--- src/rtl/mux_bus_seq.sv ---
module mux_bus_seq #(
  parameter int AW = 20,
  parameter int DW = 16
) (
  input  logic          clk,
  input  logic          rst_n,
  input  logic          req_valid,
  input  logic          req_write,
  input  logic          req_mem,
  input  logic [AW-1:0] req_addr,
  input  logic [1:0]    req_be,
  input  logic [DW-1:0] req_wdata,
  output logic          busy,
  output logic          done,
  output logic [DW-1:0] rdata,
  input  logic          ready,
  input  logic [DW-1:0] ad_in,
  output logic [DW-1:0] ad_out,
  output logic          ad_oe,
  output logic [AW-DW-1:0] upper_out,
  output logic          ale,
  output logic          den_n,
  output logic          dt_r,
  output logic          m_io,
  output logic          bhe_n,
  output logic          rd_n,
  output logic          wr_n
);
  localparam int UW = AW - DW;

  typedef enum logic [2:0] {S_IDLE, S_T1, S_T2, S_T3, S_TW, S_T4} st_t;
  st_t st;

  logic [AW-1:0] c_addr;
  logic [DW-1:0] c_wdata;
  logic          c_write, c_mem, c_hi;

  wire accept  = req_valid && (st == S_IDLE || st == S_T4);
  wire in_cyc  = (st != S_IDLE);
  wire strobe  = (st == S_T2 || st == S_T3 || st == S_TW);
  wire data_ph = strobe || (st == S_T4);
  wire sample  = (st == S_T3 || st == S_TW);

  always_ff @(posedge clk) begin
    if (!rst_n) begin
      st      <= S_IDLE;
      c_addr  <= '0;
      c_wdata <= '0;
      c_write <= 1'b0;
      c_mem   <= 1'b0;
      c_hi    <= 1'b0;
      rdata   <= '0;
    end else begin
      if (accept) begin
        st      <= S_T1;
        c_addr  <= req_addr;
        c_wdata <= req_wdata;
        c_write <= req_write;
        c_mem   <= req_mem;
        c_hi    <= req_be[1];
      end else begin
        case (st)
          S_T1:    st <= S_T2;
          S_T2:    st <= S_T3;
          S_T3,
          S_TW:    st <= ready ? S_T4 : S_TW;
          default: st <= S_IDLE;
        endcase
      end
      if (sample && ready && !c_write) rdata <= ad_in;
    end
  end

  assign busy      = in_cyc && (st != S_T4);
  assign done      = (st == S_T4);
  assign ale       = (st == S_T1);
  assign ad_oe     = ale || (data_ph && c_write);
  assign ad_out    = ale ? c_addr[DW-1:0] : c_wdata;
  assign upper_out = ale ? c_addr[AW-1:DW]
                   : (data_ph ? {{(UW-2){1'b0}}, c_write, c_mem} : '0);
  assign den_n     = !data_ph;
  assign dt_r      = c_write;
  assign m_io      = c_mem;
  assign bhe_n     = !(in_cyc && c_hi);
  assign rd_n      = !(strobe && !c_write);
  assign wr_n      = !(strobe && c_write);

  AST_ALE_SINGLE: assert property (@(posedge clk) disable iff (!rst_n)
    ale |=> !ale);
  AST_READ_RELEASE: assert property (@(posedge clk) disable iff (!rst_n)
    !rd_n |-> !ad_oe);
  AST_STROBE_EXCL: assert property (@(posedge clk) disable iff (!rst_n)
    !(!rd_n && !wr_n));
  AST_WAIT_HOLD: assert property (@(posedge clk) disable iff (!rst_n)
    (sample && !ready) |=> (st == S_TW));
  AST_DONE_PULSE: assert property (@(posedge clk) disable iff (!rst_n)
    done |=> !done);
  AST_BUSY_IGNORE: assert property (@(posedge clk) disable iff (!rst_n)
    busy |=> $stable(c_addr) && $stable(c_wdata));
  AST_CHAIN: assert property (@(posedge clk) disable iff (!rst_n)
    (done && req_valid) |=> ale);
endmodule

--- config.mk ---
export PLATFORM = sky130hd
export DESIGN_NAME = mux_bus_seq
export DESIGN_NICKNAME = d
export VERILOG_FILES = /design/src/rtl/mux_bus_seq.sv
export SDC_FILE = /design/constraint.sdc
export NUM_CORES = 1
export LEC_CHECK = 0
export BUFFER_PORTS_ARGS = -buffer_cell sky130_fd_sc_hd__buf_2
export CELL_PAD_IN_SITES_DETAIL_PLACEMENT = 1
export CELL_PAD_IN_SITES_GLOBAL_PLACEMENT = 1
export CORE_ASPECT_RATIO = 0.5
export CORE_MARGIN = 2
export CORE_UTILIZATION = 35
export CTS_BUF_LIST = sky130_fd_sc_hd__clkbuf_16
export DETAILED_ROUTE_END_ITERATION = 16
export PLACE_DENSITY = 0.87
export SETUP_SLACK_MARGIN = 0.1
export SYNTH_ARGS = -nofsm -noshare
export SYNTH_HDL_FRONTEND = slang
export SYNTH_SLANG_ARGS = --single-unit
--- constraint.sdc ---
create_clock -name clk -period 2.25 [get_ports clk]
set_clock_uncertainty 0.2 [all_clocks]
set_input_delay 0.3375 -clock clk [delete_from_list [all_inputs] [get_ports clk]]
set_output_delay 0.3375 -clock clk [all_outputs]
set_load 0.005 [all_outputs]
* Yosys cells after proc, flatten, opt, wreduce, memory -nomap -nowiden *
Cells that the tools add are included.

storage, ports and cells
  register bits after elaboration = 58
  input bits = 60
  word-level logic and storage cells = 44
  output and inout port bits = 46

cells by class
  mux-type cells = 6
  reduce and logical (&&, ||, !) cells = 23
  equality and inequality tests = 6
  bitwise logic cells = 1

operator list
  cell                                                             number
  16-bit 2-to-1 mux                                                1
  3-bit case mux with 3 select lines                               1
  1-bit logical AND                                                8
  3-bit by 2-bit == test with 1-bit output, second input constant  2
  3-bit == test, second input constant                             2
  1-bit logical OR                                                 6
  1-bit logical NOT                                                5
  4-bit 2-to-1 mux                                                 1
  2-bit OR reduction                                               2
  3-bit by 1-bit == test with 1-bit output, second input constant  1
  3-bit logical NOT                                                1
  3-bit inequality test, second input constant                     1
  3-bit nonzero test                                               1
  1-bit 2-to-1 mux                                                 2
  2-bit 2-to-1 mux                                                 1
  1-bit inverter                                                   1

* Longest topological paths before layout *
Gate-level depths: netlist of run 1.

  depth in word-level cells = 6
  gate-level depth with buffers = 7
  depth with buffers taken out = 3

* Worst setup path before layout of run 1 *
No wires, ideal clock.

  path kind = register to output
  start = register st[2]
  end = output ad_out[10]
  buffers on the path = 2
  data required time = 1712 ps
  setup slack = 320 ps
  arrival = 1393 ps
  cell stages (with the launch flop) = 5
  path through = dfxtp_1 > buf_6 > nor3_1 > buf_2 > mux2_2

between the ends
  word-level cells in the longest chain between the ends = 2

ends and longest elaborated chain
  what                                      RTL line  text
  start: declaration                        32        st_t st;
  start signal: assignment                  66        S_TW: st <= ready ? S_T4 : S_TW;
  3-bit by 1-bit == test with 1-bit output  76        assign ale = (st == S_T1);
  16-bit 2-to-1 mux                         78        assign ad_out = ale ? c_addr[DW-1:0] : c_wdata;
  end: declaration                          18        output logic [DW-1:0] ad_out,

No other way between the ends.

* Worst setup path after layout of run 1 *
  start = register st[2]
  end = output ad_out[1]

Same word-level chain as after synthesis.

==> flow_summary_export.csv, run 1 <==
group,metric,value,unit
floorplan,initial_utilization,36.2,%
drt,drt_first_pass_iters,4,
clock_network,holdBufCountCts,0,
timing,fin_crit,2140,ps
timing,slew_headroom,69.8,%
critical_path,crit_required,1710,ps
timing,slew_viol_final,0,
logic_synthesis,netlist_area,2650,um2
logic_synthesis,syn-num-nets,353,
finish,num-fill-cells,861,
clock_network,clkSlewWorstSetupHoldPaths,50,ps
timing,tightestPinTransition,453,ps
logic_synthesis,syn-mean-instance-area,9.05,um2
drt,wl,7140,um
logic_synthesis,ys.warnings.count,0,
min_path,hp-class,"in2reg",
floorplan,dieArea,8330,um2
place,gp_congestion,0.753,
floorplan,ios,106,
logic_synthesis,synth-edff-count,0,
clock_network,numCtsBuffers,9,
critical_path,reg2regPathDepth,5,
drt,remaining_drc_errors,0,
drt,viasPerCell,4.66,
global_routing,grt_max_degree,114,
logic_synthesis,synth_cell_type_count,27,
clock_network,cts_tree,"yes",
floorplan,design.core.area,7320,um2
power_and_ir_drop,pwr-share-clk,40.2,%
floorplan,die_x,127,um
power_and_ir_drop,intPower,2.33,mW
timing,setup_viol,0,
clock_network,cts-root-buf,"clkbuf_16",
timing,worst_slack,111,ps
power_and_ir_drop,p_leak,1.74,nW
logic_synthesis,ys_ff_latch,58,
timing,finalSetupTns,0,ps
global_routing,grtUsageTotal,17.1,%
power_and_ir_drop,ir_drop,468,uV
finish,final_layout_size_suffix_gt1_share,38.8,%
critical_path,worstSetupPathType,"reg2out",
power_and_ir_drop,power_frac_seq,37.9,%
floorplan,rows,22,
critical_path,startpoint_type,"register",
logic_synthesis,synth_common_cells,"nand2_1 (112), dfxtp_1 (58), mux2i_1 (56)",
drt,antenna_left,0,
power_and_ir_drop,switchingPower,799,uW
clock_network,cts_sinks,58,
logic_synthesis,synthTopCellsByArea,"dfxtp_1 (44%), mux2i_1 (21%), nand2_1 (16%)",
logic_synthesis,synth_seq_area_share,43.8,%
global_routing,globalRouteOverflowTotal,0,
clock_network,htree_levels,3,
global_routing,grt_pass1_wl,11200,um
global_routing,grt_pass1_vias,2342,
logic_synthesis,synth_top_area_share,43.8,%
logic_synthesis,synthCells,293,
clock_network,clk_path_buf_depth,2,
timing,hold_violations,0,
clock_network,clock_latency,310,ps
global_routing,antenna_found_initial,0,
logic_synthesis,async_flop_share,0,%
power_and_ir_drop,switching_share,25.5,%
timing,grt_setup_unrepaired,"true",
drt,routedWlPerCell,14.4,um
place,dp_hpwl,4370,um
critical_path,crit_path_max_fanout,7,
floorplan,die_h,65.6,um
timing,max_freq,467,MHz
critical_path,crit_arrival,1600,ps
finish,final_nets,456,
run_status,status,"completed",
drt,drtIter0Drc,111,
critical_path,worstSetupEndpointType,"output pin",
power_and_ir_drop,power_density,839,nW/um2
place,numPortBuffers,104,
power_and_ir_drop,power_frac_comb,21.9,%
finish,num_antenna_cells,0,
drt,vias,2309,
logic_synthesis,synth_most_common_cell,"nand2_1",
min_path,hold_depth,3,
job,drv_cap,0,
place,post-place-ws,338,ps
logic_synthesis,ys.flop_type,"dfxtp_1",
timing,finalCritPeriodShare,95.1,%
finish,area_growth,40.5,%
logic_synthesis,synth_top_area_cell,"dfxtp_1",
-- cell usage in the layout (no fill, tap or decap), types with 2 or more instances in the layout --
master     Yosys  routed
a22o_1         2       2
buf_2          6      92
clkbuf_16      0       9
dfxtp_4        0       2
clkinv_1       0       2
buf_4          3       5
buf_6          1      15
and3_2         1       2
mux2_4         0      11
xnor2_1        2       2
mux2i_1       56      56
dfxtp_1       58      55
inv_1          3       2
clkinv_2       0       2
mux2_2        16       5
and2_1         2       2
nand2b_1       3       3
buf_12         1       4
nand2_1      112     112
-- sequential cells by signal, indices dropped and copies added (netlist names) --
| signal | cells |
|---|---|
| c_addr | 20 |
| c_hi | 1 |
| c_wdata | 16 |
| dt_r | 1 |
| m_io | 1 |
| rdata | 16 |
| st | 3 |
-- worst paths after layout --
path         slack (ps)         end          from
min                  60  c_addr[15]  req_addr[15]
max reg2reg         390  c_wdata[6]         st[2]
max                 110   ad_out[1]         st[2]
min reg2reg         250    rdata[5]      rdata[5]
-- routing by layer --
metal,wire length [um],vias up,part of all wire (%),GRT usage (%)
met4,102,0,1.4,7.97
met3,295,9,4.1,5.21
met1,3170,1094,44,20.0
li1,-,1156,-,-
met5,0,-,0,0
met2,3570,50,50,29.4
-- metrics by stage --
| step | util [%] | power, mW | instance area, um2 | std cells | hold slack, ps |
|---|---|---|---|---|---|
| finish | 50.9 | 3.13 | 3730 | 495 | 63.2 |
| global route | 50.9 | 3.29 | 3730 | 495 | 66.6 |
| CTS | 49.1 | 3.08 | 3590 | 491 | 55.0 |
| detailed placement | 44.4 | 1.77 | 3250 | 475 | 249 |
| global placement | 44.4 | 1.75 | 3250 | 475 | 240 |
| floorplan | - | 1.56 | 2650 | 293 | 230 |
-- cells by family after synthesis --
| kind of cell | count (synthesis) | share of synthesized area, % |
|---|---|---|
| AOI/OAI and AO/OA | 9 | 2.93 |
| muxes | 72 | 27.9 |
| buffers and inverters | 27 | 5.42 |
| DFF | 58 | 43.8 |
| xor gates and xnor gates | 3 | 0.991 |
| and+or+nand+nor | 124 | 19.0 |
-- power groups by stage --
stage	clock network (mW)	logic, mW	registers [mW]
2_1_floorplan	0	0.384	1.18
6_report	1.26	0.683	1.19
3_5_place_dp	0	0.566	1.20
3_3_place_gp	0	0.555	1.20
5_1_grt	1.35	0.741	1.20
4_1_cts	1.28	0.610	1.19
-- worst max-delay path, stage by stage, from the launching register on --
cell     delay (ps)
dfxtp_4         360
nor3_4          290
buf_6           200
mux2_4          320
buf_6           120
-- what timing repair did --
item | CTS | global route
endpoints found under the setup margin | 18 | 21
setup buffers | 1 | 4
resized for setup | 18 | 18
hold endpoints to repair | 0 | 0
gates cloned | 1 | 0
pin swaps | 1 | 2
-- layout make-up --
class / count / area (um2) / share of cell area (%)
tap: 96 / 120 / 3.22
clock inverter: 5 / 47.5 / 1.28
clock buffer: 9 / 225 / 6.04
inverter: 3 / 11.3 / 0.302
sequential: 58 / 1170 / 31.4
timing repair buffer: 116 / 747 / 20.0
multi-input combinational: 208 / 1410 / 37.7
Note: power is estimated with default switching activity, not from simulation.
==> run 2, diff against run 1 <==
BUFFER_PORTS_ARGS = -buffer_cell sky130_fd_sc_hd__buf_4   (was -buffer_cell sky130_fd_sc_hd__buf_2)
GPL_TIMING_DRIVEN = 0   (was unset)
==> flow_summary_export.csv, run 2 (synthesized netlist as in run 1, its figures left out) <==
group,metric,value,unit
place,gp_congestion,0.771,
clock_network,cts_sinks,58,
drt,viasPerCell,5.05,
global_routing,grtUsageTotal,22.4,%
global_routing,met2_usage,40.7,%
clock_network,cts-root-buf,"clkbuf_16",
floorplan,rows,22,
drt,drtIter0Drc,149,
power_and_ir_drop,intPower,2.47,mW
timing,slew_headroom,56.4,%
global_routing,grt_max_degree,11,
timing,slew_viol_final,0,
drt,vias,2657,
drt,wl,10600,um
finish,largest_reg_flops,20,
finish,final_common_cell,"nand2_1",
critical_path,startpoint_type,"register",
critical_path,crit_arrival,1740,ps
clock_network,clkSlewWorstSetupHoldPaths,50,ps
power_and_ir_drop,power_frac_comb,26.9,%
timing,fin_crit,2270,ps
finish,area_growth,58.1,%
clock_network,numCtsBuffers,9,
power_and_ir_drop,p_leak,1.92,nW
power_and_ir_drop,switching_share,27.8,%
global_routing,grt_pass1_vias,2801,
critical_path,crit_path_max_fanout,5,
finish,reg_top3,"c_addr: 20 flops, c_wdata: 16 flops, rdata: 16 flops",
power_and_ir_drop,power_frac_seq,34.9,%
floorplan,initial_utilization,36.2,%
drt,remaining_drc_errors,0,
timing,tightestPinTransition,654,ps
place,dp_hpwl,5700,um
place,numPortBuffers,103,
global_routing,globalRouteOverflowTotal,0,
drt,drt_first_pass_iters,4,
timing,max_freq,440,MHz
critical_path,worstSetupEndpointType,"output pin",
timing,finalCritPeriodShare,101,%
floorplan,die_x,127,um
job,drv_cap,0,
min_path,hp-class,"in2reg",
floorplan,dieArea,8330,um2
timing,worst_slack,-23.0,ps
place,placed_area,3550,um2
global_routing,antenna_found_initial,0,
finish,num_antenna_cells,0,
global_routing,grt-busiest-layer,"met2",
critical_path,crit_path_start,"st[2]",
clock_network,htree_levels,3,
min_path,min_from,"ad_in[10]",
finish,postLayoutCellArea,4190,um2
critical_path,r2r_start,"st[0]",
power_and_ir_drop,pwr-share-clk,38.2,%
timing,holdWs,66.1,ps
clock_network,clk_path_buf_depth,2,
timing,setup_viol,7,
global_routing,grtUsageMet3,6.51,%
floorplan,die_h,65.6,um
critical_path,crit_required,1710,ps
finish,final_cell_mix,"nand2_1 (112), buf_4 (96), mux2i_1 (56), dfxtp_1 (56), buf_6 (28)",
clock_network,cts_tree,"yes",
finish,final_nets,485,
power_and_ir_drop,switchingPower,953,uW
critical_path,worstSetupPathType,"reg2out",
finish,final_layout_size_suffix_gt1_share,39.8,%
timing,finalSetupTns,-75.5,ps
power_and_ir_drop,ir_drop,387,uV
run_status,status,"complete, but fails checks",
finish,largest-register,"c_addr",
finish,final_cells,526,
floorplan,ios,106,
timing,grt_setup_unrepaired,"true",
global_routing,grtUsageMet1,25.3,%
run_status,violations,"negative setup slack",
drt,antenna_left,0,
clock_network,clock_latency,330,ps
power_and_ir_drop,power_density,816,nW/um2
floorplan,design.core.area,7320,um2
timing,hold_violations,0,
global_routing,grt_pass1_wl,14200,um
place,dp_cells,492,
drt,routedWlPerCell,20.2,um
-- run 2: cell count changes in the layout (fill, tap and decap cells not counted), sizes merged --
cell    delta
buf       +16
clkbuf    +13
clkinv     -1
inv        +3
-- run 2: metal layers --
metal | routed length [um] | vias to the layer above
li1 | - | 1228
met3 | 507 | 30
met2 | 5410 | 103
met4 | 295 | 0
met5 | 0 | -
met1 | 4390 | 1296
-- run 2: final cells by class --
type / count / area (um2)
Sequential cell: 58 / 1170
Timing Repair Buffer: 121 / 1010
Buffer: 24 / 174
Clock inverter: 7 / 53.8
Multi-Input combinational cell: 208 / 1440
Inverter: 3 / 13.8
Clock buffer: 9 / 225
Tap cell: 96 / 120
Fill cell: 836 / 3130
-- run 2: path summary, 6_finish.rpt --
kind,end,slack (ps),cells after the start
setup / recovery,ad_out[5],-20,6
hold / removal,rdata[10],70,3
setup reg to reg,c_addr[14],70,7
hold reg to reg,rdata[4],260,2
-- run 2: through the flow --
stage	worst slack, ps	util [%]	power (mW)
floorplan	320	-	1.56
global placement	-118	48.4	1.84
detailed placement	-106	48.4	1.86
CTS	-1.41	55.5	3.30
global route	-64.6	57.3	3.53
finish	-23.0	57.3	3.42
-- run 2: what timing repair did --
action | CTS | global route
endpoints found under the setup margin | 22 | 54
hold buffers | 0 | 0
pin swaps | 5 | 2
cloned | 1 | 0
buffers inserted | 7 | 10
hold endpoints to repair | 0 | 0
resized for setup | 52 | 15
-- run 2: critical path, stage by stage, from the launching register on --
cell,delay [ps]
dfxtp_4,350
buf_8,130
nor3_4,170
buf_6,170
buf_8,150
mux2_4,320
buf_6,120
-- run 2: power groups by stage --
stage / Clock [mW] / Sequential, mW / Combinational, mW
final: 1.31 / 1.19 / 0.922
after global routing: 1.36 / 1.20 / 0.969
after CTS: 1.30 / 1.18 / 0.813
after detailed placement: 0 / 1.19 / 0.669
after global placement: 0 / 1.19 / 0.653
after floorplan: 0 / 1.18 / 0.384
